File: src/rtl/pfd_pkg.sv
package pfd_pkg;
  typedef struct packed {
    logic up;
    logic dn;
  } pump_cmd_t;

  function automatic pump_cmd_t orient(input pump_cmd_t c, input logic pol);
    pump_cmd_t r;
    r.up = pol ? c.up : c.dn;
    r.dn = pol ? c.dn : c.up;
    return r;
  endfunction
endpackage

File: src/rtl/pfd_edge.sv
module pfd_edge #(
  parameter int unsigned N = 2
) (
  input  logic         clk_i,
  input  logic         rst_ni,
  input  logic [N-1:0] in_i,
  output logic [N-1:0] prev_o,
  output logic [N-1:0] rise_o
);
  logic [N-1:0] prev_q;

  always_ff @(posedge clk_i or negedge rst_ni) begin
    if (!rst_ni) prev_q <= '0;
    else         prev_q <= in_i;
  end

  for (genvar g = 0; g < N; g++) begin : g_rise
    assign rise_o[g] = in_i[g] & ~prev_q[g];
  end

  assign prev_o = prev_q;
endmodule

File: src/rtl/pfd_flops.sv
module pfd_flops (
  input  logic clk_i,
  input  logic rst_ni,
  input  logic ref_rise_i,
  input  logic vco_rise_i,
  input  logic hold_i,
  output logic ref_q_o,
  output logic vco_q_o
);
  logic ref_q, vco_q, both;

  assign both = ref_q & vco_q;

  always_ff @(posedge clk_i or negedge rst_ni) begin
    if (!rst_ni) begin
      ref_q <= 1'b0;
      vco_q <= 1'b0;
    end else if (hold_i) begin
      ref_q <= 1'b0;
      vco_q <= 1'b0;
    end else begin
      ref_q <= (ref_q & ~both) | ref_rise_i;
      vco_q <= (vco_q & ~both) | vco_rise_i;
    end
  end

  assign ref_q_o = ref_q;
  assign vco_q_o = vco_q;

  // coincident flops reset together unless a fresh edge re-arms them
  a_r3_joint_clear: assert property (@(posedge clk_i) disable iff (!rst_ni)
    (ref_q && vco_q && !ref_rise_i && !vco_rise_i) |=> (!ref_q && !vco_q));

  // flops are empty on the cycle after a hold
  a_r8_clear_after_hold: assert property (@(posedge clk_i) disable iff (!rst_ni)
    hold_i |=> (!ref_q && !vco_q));
endmodule

File: src/rtl/pfd_pwr.sv
module pfd_pwr (
  input  logic clk_i,
  input  logic rst_ni,
  input  logic pwr_ni,
  input  logic busy_i,
  output logic enter_o,
  output logic pd_o
);
  logic pd_q;

  assign enter_o = ~pwr_ni & ~busy_i & ~pd_q;

  always_ff @(posedge clk_i or negedge rst_ni) begin
    if (!rst_ni)     pd_q <= 1'b0;
    else if (pwr_ni) pd_q <= 1'b0;
    else if (enter_o) pd_q <= 1'b1;
  end

  assign pd_o = pd_q;

  // power-down only begins from an idle pump
  a_r6_enter_idle: assert property (@(posedge clk_i) disable iff (!rst_ni)
    $rose(pd_q) |-> $past(!busy_i));

  // release follows the request going high
  a_r8_release: assert property (@(posedge clk_i) disable iff (!rst_ni)
    (pd_q && pwr_ni) |=> !pd_q);
endmodule

File: src/rtl/pfd_lock.sv
module pfd_lock #(
  parameter int unsigned LOCK_WIN = 4
) (
  input  logic clk_i,
  input  logic rst_ni,
  input  logic act_i,
  output logic lock_o
);
  localparam int unsigned CntW = $clog2(LOCK_WIN + 1);
  localparam logic [CntW-1:0] CntMax = CntW'(LOCK_WIN);

  logic [CntW-1:0] run_q;

  always_ff @(posedge clk_i or negedge rst_ni) begin
    if (!rst_ni)             run_q <= '0;
    else if (!act_i)         run_q <= '0;
    else if (run_q < CntMax) run_q <= run_q + 1'b1;
  end

  // run_q counts prior consecutive active cycles
  assign lock_o = ~(act_i & (run_q >= CntMax));

  // an unlock cycle always carries an active command
  a_r9_unlock_needs_act: assert property (@(posedge clk_i) disable iff (!rst_ni)
    !lock_o |-> act_i);

  // a new correction cannot drop lock on its first cycle
  a_r9_first_cycle_locked: assert property (@(posedge clk_i) disable iff (!rst_ni)
    (act_i && !$past(act_i)) |-> lock_o);
endmodule

File: src/rtl/phase_det.sv
module phase_det #(
  parameter int unsigned LOCK_WIN = 4
) (
  input  logic clk_i,
  input  logic rst_ni,
  input  logic ref_pulse_i,
  input  logic vco_pulse_i,
  input  logic pol_i,
  input  logic pwr_ni,
  output logic up_o,
  output logic dn_o,
  output logic tri_o,
  output logic lock_o,
  output logic mon_o
);
  import pfd_pkg::*;

  logic [1:0] prev, rise;
  logic       ref_q, vco_q, enter, pd, lock_raw;
  pump_cmd_t  raw, cmd;

  pfd_edge #(.N(2)) u_edge (
    .clk_i (clk_i),
    .rst_ni(rst_ni),
    .in_i  ({vco_pulse_i, ref_pulse_i}),
    .prev_o(prev),
    .rise_o(rise)
  );

  pfd_flops u_flops (
    .clk_i     (clk_i),
    .rst_ni    (rst_ni),
    .ref_rise_i(rise[0]),
    .vco_rise_i(rise[1]),
    .hold_i    (pd | enter),
    .ref_q_o   (ref_q),
    .vco_q_o   (vco_q)
  );

  pfd_pwr u_pwr (
    .clk_i  (clk_i),
    .rst_ni (rst_ni),
    .pwr_ni (pwr_ni),
    .busy_i (ref_q | vco_q),
    .enter_o(enter),
    .pd_o   (pd)
  );

  pfd_lock #(.LOCK_WIN(LOCK_WIN)) u_lock (
    .clk_i (clk_i),
    .rst_ni(rst_ni),
    .act_i (ref_q | vco_q),
    .lock_o(lock_raw)
  );

  assign raw.up = ref_q;
  assign raw.dn = vco_q;
  assign cmd    = orient(raw, pol_i);

  assign up_o   = cmd.up & ~pd;
  assign dn_o   = cmd.dn & ~pd;
  assign tri_o  = ~(up_o | dn_o);
  assign lock_o = lock_raw | pd;
  assign mon_o  = prev[0];

  // power-down leaves the pump floating and lock high
  a_r7_pd_quiet: assert property (@(posedge clk_i) disable iff (!rst_ni)
    pd |-> (tri_o && !up_o && !dn_o && lock_o));

  // tri flag never coincides with a command
  a_r5_tri_exclusive: assert property (@(posedge clk_i) disable iff (!rst_ni)
    $countones({up_o, dn_o, tri_o}) >= 1 && !(tri_o && (up_o || dn_o)));
endmodule

File: config.mk
export PLATFORM = sky130hd
export DESIGN_NAME = phase_det
export DESIGN_NICKNAME = d
export VERILOG_FILES = /design/src/rtl/pfd_pkg.sv /design/src/rtl/pfd_edge.sv /design/src/rtl/pfd_flops.sv /design/src/rtl/pfd_pwr.sv /design/src/rtl/pfd_lock.sv /design/src/rtl/phase_det.sv
export SDC_FILE = /design/constraint.sdc
export NUM_CORES = 1
export LEC_CHECK = 0
export BUFFER_PORTS_ARGS = -buffer_cell sky130_fd_sc_hd__clkbuf_2
export CORE_AREA = 5 5 42 44
export DETAILED_ROUTE_END_ITERATION = 12
export DIE_AREA = 0 0 47 49
export PLACE_DENSITY = 0.48
export SETUP_SLACK_MARGIN = 0.02
export SYNTH_ARGS = -nofsm -noshare
export SYNTH_HDL_FRONTEND = slang
export SYNTH_HIERARCHICAL = 1
export SYNTH_SLANG_ARGS = --single-unit
File: constraint.sdc
create_clock -name clk_i -period 1.7 [get_ports clk_i]
set_clock_uncertainty 0.2 [all_clocks]
set_input_delay 0.425 -clock clk_i [delete_from_list [all_inputs] [get_ports clk_i]]
set_output_delay 0.425 -clock clk_i [all_outputs]
set_load 0.1 [all_outputs]
==> results.toml <==
[critical_path]
cp_common_cell = "or2_4"
critPathLaunchType = "flip-flop"
critical-path-max-stage-delay_ns = 0.37
cp_cell_sequence = "or2_4 > nand2_1 > or2_4 > buf_12"
path_max_fanout = 4
critPathKind = "reg -> out"
endpoint_kind = "output pin"
worstPathArrival_ns = 1.24
cp_data_required_time_ns = 1.07
slowest_stage = "dfrtp_1"

[detailed_routing]
avgRoutedWirePerCell_um = 11.96
route.detailed.drc = 0
routed_wl_um = 825
drtIter0Drc = 4
firstDrtPassIters = 3
vias = 302
ant_nets = 0
viasPerCell = 4.377

[synthesis]
synthesis.nets = 41
ys_ff_latch = 8
synth.distinct_cells = 18
synth.cell_area_um2 = 392.9
seq_area_frac_synth_pct = 50.96
ys_warn_count = 6
postSynthCellCount = 34
postSynthAreaPerCell_um2 = 11.56

[die]
core-area_mm2 = 0.001401
num_rows = 14
start_util_pct = 28.04
die_w_um = 47
io_pins = 11
die-area_mm2 = 0.002303
die_h_um = 49

[power_and_ir_drop]
power_w = 0.0006506
p_clk_share_pct = 21.9
p_seq_share_pct = 35.2
ir_worst_vdd_uv = 490.4
sw_frac_of_total_pct = 35.57
comb_power_share_pct = 42.9
p_switching_w = 0.0002314
internal_power_w = 0.0004192
power_density_mw_per_mm2 = 986.7
leakage_nw = 0.2996

[worst_hold_path]
hold_path_class = "in -> reg"

[placed_design]
post-place-ws_ns = -0.01094
dpl_cell_area_um2 = 590.6
place.port_buffers = 10
dp_hpwl_um = 615.8
place_congestion = 0.6063

[layout]
final_layout_size_suffix_gt1_share_pct = 56.60
fin_nets = 62
diodes = 0
area_delta_synth_final_pct = 67.83
final_cell_area_um2 = 659.4

[timing]
fin_crit_ns = 1.865
fmaxAchievable_mhz = 536.3
holdWs_ns = 0.09940
hold_violations = 0
fin_crit_sh_pct = 109.7
setup_ws_ns = -0.1647
finalSetupTns_ns = -0.4169
drv_slew = 0
grt_setup_unrepaired = "true"
setup_violations = 4
relSlewSlack_pct = 88.02
tightest_slew_ns = 0.1759

[flow_run]
cap_violations = 0

[clocking]
cts-root-buf = "clkbuf_4"
cts_max_level = 1
cts_tree = "built"
worstSkewPairLatency_ns = 0.25
cts-buffers-inserted = 3
clock-sinks = 8
clockBufferDepth = 2
clkTransAtPathRegs_ns = 0.05

[outcome]
violations = "setup timing"
status = "complete, but fails checks"

[global_routing]
grt_pass1_wl_mm = 1.331
gr-total-overflow = 0
first_global_vias = 320
grt_usage_pct = 8.464
antenna_found_initial = 0
grt_max_degree = 9
-- placed cells by master (no fill, tap or decap), drive strengths merged, types with 2 or more instances in the layout --
cell	synthesis	final
buf	0	10
dfrtp	8	8
clkbuf	0	8
inv	3	3
mux2i	3	3
or2	3	3
nor2b	3	3
nand2b	3	3
a21oi	3	3
nor2	2	2
-- path summary, 6_finish.rpt --
kind	startpoint	end	slack (ns)	cells after the start
setup reg to reg	u_flops/vco_q_o$_DFF_PN0_	u_flops/ref_q_o$_DFF_PN0_	0.34	5
min in group asynchronous	rst_ni	u_flops/vco_q_o$_DFF_PN0_	0.35	2
hold reg to reg	u_edge/prev_o[1]$_DFF_PN0_	u_flops/vco_q_o$_DFF_PN0_	0.34	3
max in group asynchronous	rst_ni	u_lock/run_q[1]$_DFFE_PN0P_	0.78	2
setup / recovery	u_flops/vco_q_o$_DFF_PN0_	lock_o	-0.16	4
hold / removal	ref_pulse_i	u_edge/prev_o[0]$_DFF_PN0_	0.1	1
-- state kept, by name, indices dropped and copies added (netlist names) --
register and count:
u_pwr/pd_o 1, u_flops/ref_q_o 1, u_lock/run_q 3, u_flops/vco_q_o 1, u_edge/prev_o 2
-- critical path, delay by kind of cell, from the launching register on --
kind,cells,cell delay [ns]
simple gates,3,0.46
flops,1,0.37
buf+inv,1,0.16
-- layer usage --
layer | routed length (µm) | global-route usage, % | share of wire (%) | up-vias
li1 | - | - | - | 148
met1 | 320 | 8.844 | 39 | 137
met2 | 397 | 13.12 | 48 | 13
met3 | 78 | 2.583 | 9.5 | 4
met4 | 28 | 6.912 | 3.4 | 0
met5 | 0 | 0 | 0 | -
-- power by group through the flow --
stage	clock [W]	sequential [W]	combinational, W
after floorplan	0	0.000246	0.000146
after global placement	0	0.000230	0.000246
after detailed placement	0	0.000232	0.000254
after CTS	0.000151	0.000229	0.000281
after global routing	0.000160	0.000231	0.000295
final	0.000143	0.000229	0.000279
-- cell type report --
cell class | count | area, µm²
Tap cell | 16 | 20.02
Timing Repair Buffer | 16 | 176.4
Clock buffer | 3 | 22.52
Multi-Input combinational cell | 23 | 229.0
Inverter | 3 | 11.26
Sequential cell | 8 | 200.2
Fill cell | 151 | 742.0
-- cells by family (layout without fill, tap and decap cells) --
family                     count (synthesis)  count (layout)  synth area share, %
xor gates and xnor gates                   1               1                2.230
AOI/OAI and AO/OA                          4               4                6.689
buffers and inverters                      3              22                2.866
muxes                                      3               3                7.644
adders and majority gates                  1               1                3.184
and+or+nand+nor                           14              14                26.44
DFF                                        8               8                50.95
-- cell usage after synthesis --
cell type	number	area share, %
mux2i_1	3	7.6
ha_1	1	3.2
or2_4	1	2.2
nand2b_2	1	2.2
a21oi_1	2	2.5
o21a_1	1	1.9
xnor2_1	1	2.2
nor2b_4	2	7.0
or2_2	2	3.2
nor2b_1	1	1.6
and2_1	1	1.6
dfrtp_1	8	51
nor2_1	2	1.9
nor3_2	1	2.5
nand2_1	1	0.95
inv_1	3	2.9
a21oi_2	1	2.2
nand2b_1	2	3.2
-- stage by stage --
stage          cells  utilization, %
2_1_floorplan     34               -
6_report          69           47.05
5_1_grt           69           47.05
4_1_cts           69           47.05
3_3_place_gp      64           42.14
3_5_place_dp      64           42.14
-- timing repair --
item,CTS,global route
hold buffers,1,0
endpoints found under the setup margin,4,4
resized for setup,5,0
endpoints found under the hold margin,8,0
setup buffers,1,0
pin swaps,1,0
gates cloned,0,0
No activity file was read; power rests on OpenSTA's default activity.
